[src/rtl/cal_pkg.sv]
`timescale 1ns/1ps
package cal_pkg;

  localparam logic [1:0] ADDR_TIME = 2'd0;
  localparam logic [1:0] ADDR_DATE = 2'd1;
  localparam logic [1:0] ADDR_DIV  = 2'd2;

  // increment a two-digit BCD value
  function automatic logic [7:0] bcd_inc2(input logic [7:0] v);
    if (v[3:0] == 4'd9) return {v[7:4] + 4'd1, 4'd0};
    return {v[7:4], v[3:0] + 4'd1};
  endfunction

  // two-digit BCD year divisible by four: (2*tens + units) mod 4 == 0
  function automatic logic is_leap(input logic [7:0] y);
    logic [1:0] r;
    r = {y[4], 1'b0} + y[1:0];
    return (r == 2'd0);
  endfunction

  // last day of a BCD month, in BCD
  function automatic logic [7:0] month_last(input logic [7:0] m, input logic leap);
    case (m)
      8'h02:                      return leap ? 8'h29 : 8'h28;
      8'h04, 8'h06, 8'h09, 8'h11: return 8'h30;
      default:                    return 8'h31;
    endcase
  endfunction

endpackage

[src/rtl/cal_prescaler.sv]
`timescale 1ns/1ps
module cal_prescaler #(
  parameter int FINE_W   = 7,
  parameter int COARSE_W = 15
) (
  input  logic                clk,
  input  logic                rst_n,
  input  logic                ref_en,
  input  logic                hold,
  input  logic [FINE_W-1:0]   fine_div,
  input  logic [COARSE_W-1:0] coarse_div,
  output logic                tick
);

  logic [FINE_W-1:0]   fine_cnt;
  logic [COARSE_W-1:0] coarse_cnt;
  logic                fine_wrap;

  assign fine_wrap = ref_en && (fine_cnt == fine_div);
  assign tick      = fine_wrap && !hold && (coarse_cnt == coarse_div);

  always_ff @(posedge clk) begin
    if (!rst_n || hold) begin
      fine_cnt   <= '0;
      coarse_cnt <= '0;
    end else if (ref_en) begin
      if (fine_wrap) begin
        fine_cnt <= '0;
        if (coarse_cnt == coarse_div) coarse_cnt <= '0;
        else                          coarse_cnt <= coarse_cnt + 1'b1;
      end else begin
        fine_cnt <= fine_cnt + 1'b1;
      end
    end
  end


  psc_restart_chk: assert property (@(posedge clk) disable iff (!rst_n)
    tick |=> (fine_cnt == '0) && (coarse_cnt == '0));


  psc_hold_chk: assert property (@(posedge clk) disable iff (!rst_n)
    hold |=> (fine_cnt == '0) && (coarse_cnt == '0));

endmodule

[src/rtl/cal_time.sv]
`timescale 1ns/1ps
module cal_time (
  input  logic        clk,
  input  logic        rst_n,
  input  logic        tick,
  input  logic        load,
  input  logic [31:0] load_word,
  output logic [31:0] time_word,
  output logic        day_step
);
  import cal_pkg::*;

  logic [7:0] sec_q, min_q, hr_q;

  assign day_step  = tick && (sec_q == 8'h59) && (min_q == 8'h59) && (hr_q == 8'h23);
  assign time_word = {10'd0, hr_q[5:0], 1'b0, min_q[6:0], 1'b0, sec_q[6:0]};

  always_ff @(posedge clk) begin
    if (!rst_n) begin
      sec_q <= 8'h00;
      min_q <= 8'h00;
      hr_q  <= 8'h00;
    end else if (load) begin
      sec_q <= {1'b0, load_word[6:0]};
      min_q <= {1'b0, load_word[14:8]};
      hr_q  <= {2'b0, load_word[21:16]};
    end else if (tick) begin
      if (sec_q == 8'h59) begin
        sec_q <= 8'h00;
        if (min_q == 8'h59) begin
          min_q <= 8'h00;
          hr_q  <= (hr_q == 8'h23) ? 8'h00 : bcd_inc2(hr_q);
        end else begin
          min_q <= bcd_inc2(min_q);
        end
      end else begin
        sec_q <= bcd_inc2(sec_q);
      end
    end
  end


  sec_step_chk: assert property (@(posedge clk) disable iff (!rst_n)
    (tick && !load && sec_q != 8'h59) |=>
      (sec_q != $past(sec_q)) && $stable(min_q) && $stable(hr_q));


  min_wrap_chk: assert property (@(posedge clk) disable iff (!rst_n)
    (tick && !load && sec_q == 8'h59 && min_q == 8'h59 && hr_q != 8'h23) |=>
      (sec_q == 8'h00) && (min_q == 8'h00) && (hr_q != $past(hr_q)));


  time_freeze_chk: assert property (@(posedge clk) disable iff (!rst_n)
    (!tick && !load) |=> $stable(time_word));

endmodule

[src/rtl/cal_date.sv]
`timescale 1ns/1ps
module cal_date (
  input  logic        clk,
  input  logic        rst_n,
  input  logic        step,
  input  logic        load,
  input  logic [31:0] load_word,
  output logic [31:0] date_word
);
  import cal_pkg::*;

  logic [7:0] yr_q, mon_q, day_q;
  logic [2:0] wday_q;
  logic       month_end;

  assign month_end = (day_q == month_last(mon_q, is_leap(yr_q)));
  assign date_word = {8'd0, yr_q, wday_q, mon_q[4:0], 2'b0, day_q[5:0]};

  always_ff @(posedge clk) begin
    if (!rst_n) begin
      yr_q   <= 8'h00;
      wday_q <= 3'd1;
      mon_q  <= 8'h01;
      day_q  <= 8'h01;
    end else if (load) begin
      yr_q   <= load_word[23:16];
      wday_q <= load_word[15:13];
      mon_q  <= {3'b0, load_word[12:8]};
      day_q  <= {2'b0, load_word[5:0]};
    end else if (step) begin
      wday_q <= (wday_q == 3'd7) ? 3'd1 : wday_q + 3'd1;
      if (month_end) begin
        day_q <= 8'h01;
        if (mon_q == 8'h12) begin
          mon_q <= 8'h01;
          yr_q  <= (yr_q == 8'h99) ? 8'h00 : bcd_inc2(yr_q);
        end else begin
          mon_q <= bcd_inc2(mon_q);
        end
      end else begin
        day_q <= bcd_inc2(day_q);
      end
    end
  end


  wday_wrap_chk: assert property (@(posedge clk) disable iff (!rst_n)
    (step && !load && wday_q == 3'd7) |=> (wday_q == 3'd1));


  year_wrap_chk: assert property (@(posedge clk) disable iff (!rst_n)
    (step && !load && yr_q == 8'h99 && mon_q == 8'h12 && day_q == 8'h31) |=>
      (yr_q == 8'h00) && (mon_q == 8'h01) && (day_q == 8'h01));


  date_freeze_chk: assert property (@(posedge clk) disable iff (!rst_n)
    (!step && !load) |=> $stable(date_word));

endmodule

[src/rtl/bcd_calendar.sv]
`timescale 1ns/1ps
module bcd_calendar #(
  parameter int          FINE_W      = 7,
  parameter int          COARSE_W    = 15,
  parameter int unsigned FINE_RST    = 127,
  parameter int unsigned COARSE_RST  = 255,
  parameter int          FINE_LSB    = 16
) (
  input  logic        clk,
  input  logic        rst_n,
  input  logic        ref_en,
  input  logic        cfg_mode,
  input  logic        wr_en,
  input  logic [1:0]  wr_addr,
  input  logic [31:0] wr_data,
  input  logic [1:0]  rd_addr,
  output logic [31:0] rd_data,
  output logic        sec_tick
);
  import cal_pkg::*;

  localparam logic [FINE_W-1:0]   FINE_INIT   = FINE_W'(FINE_RST);
  localparam logic [COARSE_W-1:0] COARSE_INIT = COARSE_W'(COARSE_RST);

  logic [FINE_W-1:0]   fine_q;
  logic [COARSE_W-1:0] coarse_q;
  logic                wr_ok, tick, day_step, sec_tick_q;
  logic [31:0]         time_word, date_word, div_word;

  assign wr_ok    = wr_en && cfg_mode;
  assign div_word = (32'(fine_q) << FINE_LSB) | 32'(coarse_q);
  assign sec_tick = sec_tick_q;

  always_ff @(posedge clk) begin
    if (!rst_n) begin
      fine_q     <= FINE_INIT;
      coarse_q   <= COARSE_INIT;
      sec_tick_q <= 1'b0;
    end else begin
      sec_tick_q <= tick;
      if (wr_ok && wr_addr == ADDR_DIV) begin
        fine_q   <= wr_data[FINE_LSB +: FINE_W];
        coarse_q <= wr_data[COARSE_W-1:0];
      end
    end
  end

  cal_prescaler #(.FINE_W(FINE_W), .COARSE_W(COARSE_W)) u_psc (
    .clk(clk), .rst_n(rst_n), .ref_en(ref_en), .hold(cfg_mode),
    .fine_div(fine_q), .coarse_div(coarse_q), .tick(tick)
  );

  cal_time u_time (
    .clk(clk), .rst_n(rst_n), .tick(tick),
    .load(wr_ok && wr_addr == ADDR_TIME), .load_word(wr_data),
    .time_word(time_word), .day_step(day_step)
  );

  cal_date u_date (
    .clk(clk), .rst_n(rst_n), .step(day_step),
    .load(wr_ok && wr_addr == ADDR_DATE), .load_word(wr_data),
    .date_word(date_word)
  );

  always_comb begin
    case (rd_addr)
      ADDR_TIME: rd_data = time_word;
      ADDR_DATE: rd_data = date_word;
      ADDR_DIV:  rd_data = div_word;
      default:   rd_data = 32'd0;
    endcase
  end


  div_guard_chk: assert property (@(posedge clk) disable iff (!rst_n)
    !cfg_mode |=> $stable(div_word));


  tick_follows_chk: assert property (@(posedge clk) disable iff (!rst_n)
    sec_tick |-> !$stable(time_word));

endmodule

[config.mk]
export PLATFORM = sky130hd
export DESIGN_NAME = bcd_calendar
export DESIGN_NICKNAME = d
export VERILOG_FILES = /design/src/rtl/cal_pkg.sv /design/src/rtl/cal_prescaler.sv /design/src/rtl/cal_time.sv /design/src/rtl/cal_date.sv /design/src/rtl/bcd_calendar.sv
export SDC_FILE = /design/constraint.sdc
export NUM_CORES = 1
export LEC_CHECK = 0
export CELL_PAD_IN_SITES_DETAIL_PLACEMENT = 1
export CELL_PAD_IN_SITES_GLOBAL_PLACEMENT = 1
export CORE_ASPECT_RATIO = 1.1
export CORE_MARGIN = 10
export CORE_UTILIZATION = 38
export CTS_BUF_LIST = sky130_fd_sc_hd__clkbuf_8
export DETAILED_ROUTE_END_ITERATION = 12
export GPL_ROUTABILITY_DRIVEN = 0
export PLACE_DENSITY_LB_ADDON = 0.1
export SLEW_MARGIN = 25
export SYNTH_ARGS = -nofsm -noshare
export SYNTH_HDL_FRONTEND = slang
export SYNTH_SLANG_ARGS = --single-unit
[constraint.sdc]
create_clock -name clk -period 3.5 [get_ports clk]
set_clock_uncertainty 0.2 [all_clocks]
set_input_delay 0.35 -clock clk [delete_from_list [all_inputs] [get_ports clk]]
set_output_delay 0.35 -clock clk [all_outputs]
set_load 0.05 [all_outputs]
-- After elaboration in Yosys (flattened, before gate mapping)
Index checks and enable logic that the tools add are counted.
- register bits: 96
- bits of input ports: 41
- output and inout bits: 33
- add/sub/neg operators: 16
- eq/ne operators: 24
- muxes and demuxes: 78
- bitwise gates (word level): 2
- reductions and logical operators: 52
- operators with widths (cell ; number):
    two-way mux 8 bit ; 22
    case mux 24 bit (3 select lines) ; 1
    adder 4 x 1 -> 4 bit, second input constant ; 12
    two-way mux 7 bit ; 6
    two-way mux 6 bit ; 6
    two-way mux 1 bit ; 35
    == test 4 bit, second input constant ; 6
    bitwise OR 23 x 15 -> 23 bit ; 1
    nonzero test 2 bit ; 11
    AND reduction 3 bit ; 6
    nonzero test 3 bit ; 6
    == test 8 x 3 -> 1 bit, second input constant ; 2
    == test 8 x 5 -> 1 bit, second input constant ; 2
    == test 8 x 7 -> 1 bit, second input constant ; 2
    case mux 8 bit (2 select lines) ; 1
    adder 15 x 1 -> 15 bit, second input constant ; 1
    == test 15 bit ; 1
    two-way mux 15 bit ; 1
    two-way mux 5 bit ; 3
    AND reduction 2 bit ; 7
    AND reduction 4 bit ; 3
    logical AND 1 bit ; 10
    two-way mux 3 bit ; 3
    == test 8 x 2 -> 1 bit, second input constant ; 1
    other kinds (17) ; 23

-- Longest topological paths before layout
Gate-level depths: netlist of run 1.
- word-level depth: 16
- depth in mapped cells: 11
- gate-level depth less buffers: 8

-- Cells and area by module
A second synthesis of run 1 with hierarchy kept.
- cells, all modules: 816
- area total of the unflattened synthesis: 6839.1 um^2
- modules (own cells, without submodules) (module ; times used ; cells an instance ; area an instance (um^2) ; seq. area each (um^2)):
    cal_date ; 1 ; 265 ; 2097.0 ; 540.5
    cal_time ; 1 ; 219 ; 1815.5 ; 480.5
    bcd_calendar ; 1 ; 177 ; 1646.6 ; 460.4
    cal_prescaler ; 1 ; 155 ; 1280.0 ; 440.4

-- Worst setup path before layout of run 1
Ideal clock, no wire load.
- path kind: register to register
- from: register u_time.sec_q[0]
- to: register u_date.mon_q[7]
- setup time: 0.070 ns
- arrival: 2.358 ns
- path slack: 0.872 ns
- stages on the path, launching flop included: 9
- buffers on the path: 1
- clock period less this slack: 2.628 ns
- cells stage by stage: dfxtp_1 -> ha_1 -> and3b_1 -> buf_2 -> nand4_2 -> or4_4 -> or4_1 -> or3_1 -> a21oi_1
- cells in the longest elaborated chain, start to end: 5
- ends and longest elaborated chain (element ; RTL line ; source):
    start, declared ; cal_time.sv:13 ; logic [7:0] sec_q, min_q, hr_q;
    start signal, assigned ; cal_time.sv:24 ; sec_q <= {1'b0, load_word[6:0]};
    start signal, assigned ; cal_time.sv:37 ; sec_q <= bcd_inc2(sec_q);
    == test 8 x 7 -> 1 bit ; cal_time.sv:15 ; assign day_step = tick && (sec_q == 8'h59) && (min_q == 8'h59) && (hr_q == 8'h23);
    logical AND 1 bit (3 in a row) ; cal_time.sv:15 ;
    AND reduction 3 bit (no source line) ; -- ;
    end signal, assigned ; cal_date.sv:28 ; mon_q <= {3'b0, load_word[12:8]};
    end signal, assigned ; cal_date.sv:38 ; mon_q <= bcd_inc2(mon_q);
    end, declared ; cal_date.sv:12 ; logic [7:0] yr_q, mon_q, day_q;
No other way between the ends.
A chain may end at the register's enable or synchronous reset.

-- Final worst setup path of run 1
- from: register u_date.mon_q[3]
- to: register u_date.yr_q[7]
- cells in the longest elaborated chain, start to end: 6
- ends and longest elaborated chain (element ; RTL line ; source):
    == test 8 x 3 -> 1 bit, or another cell as far along ; cal_pkg.sv:23 ; case (m)
    OR reduction 4 bit ; cal_pkg.sv:23 ;
    case mux 8 bit (2 select lines) ; cal_pkg.sv:23 ;
    == test 8 bit ; cal_date.sv:16 ; assign month_end = (day_q == month_last(mon_q, is_leap(yr_q)));
    nonzero test 2 bit (no source line) ; -- ;
    AND reduction 4 bit (no source line) (*) ; -- ;
    end signal, assigned ; cal_date.sv:26 ; yr_q <= load_word[23:16];
    end signal, assigned ; cal_date.sv:36 ; yr_q <= (yr_q == 8'h99) ? 8'h00 : bcd_inc2(yr_q);
    end, declared ; cal_date.sv:12 ;
Mark *: on every way between the ends. The rest lies on a longest branch, timed or not.

==> results of run 1 <==
## kinds of logic (layout without fill, tap and decap cells)
| logic type | Yosys count | after routing | share of synthesized area [%] |
|---|---|---|---|
| and+or+nand+nor | 359 | 359 | 30.1 |
| DFF | 96 | 96 | 31.8 |
| adders and majority gates | 26 | 26 | 5.38 |
| buffers and inverters | 84 | 122 | 5.94 |
| AOI/OAI and AO/OA | 160 | 160 | 16.1 |
| muxes | 26 | 26 | 4.30 |
| xor gates and xnor gates | 44 | 44 | 6.37 |
| other | 1 | 8 | 0.0620 |
## flip-flops by register name (all words and copies together) (netlist names)
register,count
u_time.sec_q,8
u_date.yr_q,8
u_time.hr_q,8
fine_q,7
u_date.wday_q,3
u_psc.coarse_cnt,15
u_time.min_q,8
u_date.day_q,8
coarse_q,15
u_date.mon_q,8
sec_tick,1
u_psc.fine_cnt,7
## metal layers
metal / GRT usage, % / up-vias / wire length [µm]
met4: 5.12 / 0 / 350
met3: 3.24 / 22 / 705
met1: 26.0 / 3041 / 10100
li1: - / 2914 / -
met5: 0 / - / 0
met2: 33.0 / 95 / 10600
## placed cells by master, fill, tap and decap left out, types with 18 or more instances in the layout
master | netlist | routed
o21ai_0 | 64 | 64
a31oi_1 | 21 | 21
nor3_1 | 26 | 26
dfxtp_1 | 96 | 96
inv_1 | 30 | 30
buf_12 | 0 | 24
mux2i_1 | 26 | 26
nand2_1 | 125 | 125
nand3_1 | 47 | 47
nand4_1 | 18 | 18
buf_4 | 9 | 19
clkdlybuf4s50_1 | 0 | 32
xor2_1 | 22 | 22
nor2_1 | 47 | 47
a21oi_1 | 34 | 34
nor4_1 | 24 | 24
xnor2_1 | 22 | 22
ha_1 | 26 | 26
## worst register-to-register path: cells and delay by family, from the launching register on
family,cells,cell delay [ps]
DFF,1,400
and+or+nand+nor,1,570
muxes,1,200
AOI/OAI and AO/OA,4,1670
## power by group through the flow
| stage | Sequential, µW | Combinational, µW | Clock, µW |
|---|---|---|---|
| finish | 1160 | 401 | 779 |
| floorplan | 1160 | 228 | 0 |
| global route | 1160 | 430 | 838 |
| CTS | 1150 | 401 | 796 |
| global placement | 1180 | 392 | 0 |
| detailed placement | 1180 | 399 | 0 |
## Yosys cell counts, types with 6 or more instances
library cell and instances:
nor4_1 24, nand3_1 47, a31oi_1 21, ha_1 26
and2_1 9, xor2_1 22, buf_4 9, clkbuf_1 39
nand2_1 125, dfxtp_1 96, nand4_1 18, xnor2_1 22
or4_1 12, nor3_1 26, or3_1 8, o211ai_1 7
mux2i_1 26, nor2b_1 6, o21ai_0 64, nor2_1 47
inv_1 30, a21oi_1 34
## cell type report
type	count	area, µm²
fill	1946	8450
multi-input combinational	623	3800
sequential	96	1920
timing repair buffer	76	948
tap	200	250
clock buffer	10	138
inverter	30	113
clock inverter	6	58.8
## per-stage QoR
step	power, µW	utilization (%)	setup slack [ps]	hold slack [ps]
after floorplan	1390	-	872	253
final	2340	46.1	340	139
after global routing	2430	46.1	225	146
after global placement	1570	44.9	425	262
after CTS	2350	46.1	378	125
after detailed placement	1580	44.9	396	280
## worst max path at each step
stage / startpoint / endpoint / slack, ps / cells past startpoint
after floorplan: u_time.sec_q[0] / u_date.mon_q[7] / 870 / 8
after global placement: cfg_mode / u_date.mon_q[7] / 420 / 7
after detailed placement: u_date.mon_q[3] / u_date.yr_q[7] / 400 / 6
after CTS: u_date.mon_q[3] / u_date.yr_q[7] / 380 / 6
after global routing: u_date.mon_q[3] / u_date.yr_q[7] / 230 / 6
final: u_date.mon_q[3] / u_date.yr_q[7] / 340 / 6
==> results.md, run 1 <==
- Post-Layout Cell Count: 1041
- Slew Limit Fails: 0
- Slew headroom: 46.3%
- Global-route wire length before repair: 34900 µm
- Crit Path Class: flip-flop to flip-flop
- Setup Fix Bufs, Post-CTS: 0
- Reg power frac: 49.5%
- DR iter-0 viols: 384
- Vias per Instance: 5.83
- DIE AREA: 21400 µm²
- Worst VDD drop: 0.000225 V
- RSZ-0062 raised after global routing: false
- CTS Buf Count: 9
- Top cell by count, worst path: a31oi_1
- Drt pass-1 iters: 4
- Post-CTS Resized: 0
- Leak: 0.00262 µW
- Yosys cell types: 63
- Critical Path, Cell by Cell: or4_4 -> o41a_1 -> a31oi_1 -> o21a_1 -> a31oi_1 -> mux2i_1
- Clock Path Buffers: 2
- Clk_lat worst skew: 390 ps
- Layout cells sized above 1: 8.56%
- Fin area: 7230 µm²
- Routed Antenna Nets: 0
- Chip width: 140 µm
- WL/cell: 20.9 µm
- R2R setup slack: 340 ps
- Fmax: 316 MHz
- HP Start: rst_n
- EDFF count, synth: 0
- Layout Nets: 903
- Req. time, crit path: 3560 ps
- Die height: 152 µm
- Status: complete, no violations
- Reg2Reg Capture Point: u_date.yr_q[7]
- Congestion Overflow GR: 0
- Mean area per synthesized cell: 7.60 µm²
- Crit. End Element: flip-flop
- Row count: 48
- Net Sw Frac: 30.5%
- Drt drc: 0
- CTS Sinks: 96
- Hold_buf cts: 0
- Worst Tran Pin Value: 804 ps
- WP buf/inv: 0
- Slowest cell delay on critical path: 600 ps
- Count of final setup violators: 0
- Initial core utilization: 38.6%
- CP max-delay cell: o21a_1
- FF-to-FF Start: u_date.mon_q[3]
- Hold Path End: u_date.day_q[0]
- Final Hold Fails: 0
- DP Area: 7030 µm²
- Max H-tree Level: 3
- Max FO, Critical Path: 14
- Largest net degree at the start of global routing: 46
- Register area share after synthesis: 31.8%
- Switch Pwr: 712 µW
- Final setup TNS: 0 ps
- Comb power frac: 17.2%
- Post-Synthesis Cells: 796
- Top area cells in the synthesized netlist: dfxtp_1, nand2_1, ha_1
- Initial antenna violation count: 0
- CTS clk-pin slew, worst paths: 100 ps
- Final worst-path cycle share: 90.3%
- Worst min path class: input pin to flip-flop
- Area growth syn-to-layout: 19.5%
- Post-Syn Area: 6050 µm²
- Startpoint types: flip-flop
- Internal power: 1620 µW
- CP delay by family, top: compound AO/OA/AOI/OAI gates
- Core area: 15700 µm²
- Top FF cell, synth: dfxtp_1
- Tot GR Track Use: 19.9%
- Final HPWL DP: 16500 µm
- Power per Cell Area: 323 nW/µm²
- Vias in the first global route: 6224
- Cell taking the most area after synthesis: dfxtp_1
- Hold Path Stages: 2
- Synth Warn #: 0
- CTS tree: done
- Clock share of power: 33.4%
- Routed WL: 21800 µm
- Root buffer cell: clkbuf_8
- Crit path DAT: 3220 ps
- Reg2Reg Depth: 6
- # diodes: 0
- Via count: 6072
- Dpl cells: 1025
- Synth top area share: 31.8%
- Synth Register Bits: 96
- Asr flop ratio synth: 0%
- Minimum clock period: 3160 ps
- Maxcap violations: 0
- Top Ports: 74
- Port Buffers: 57
Note: power is estimated with default switching activity, not from simulation.
==> run 2, diff against run 1 <==
Settings changed: SKIP_LAST_GASP from default to 1.
==> results of run 2 <==
Same layout as run 1: the final DEF is identical, and so are final timing and power.
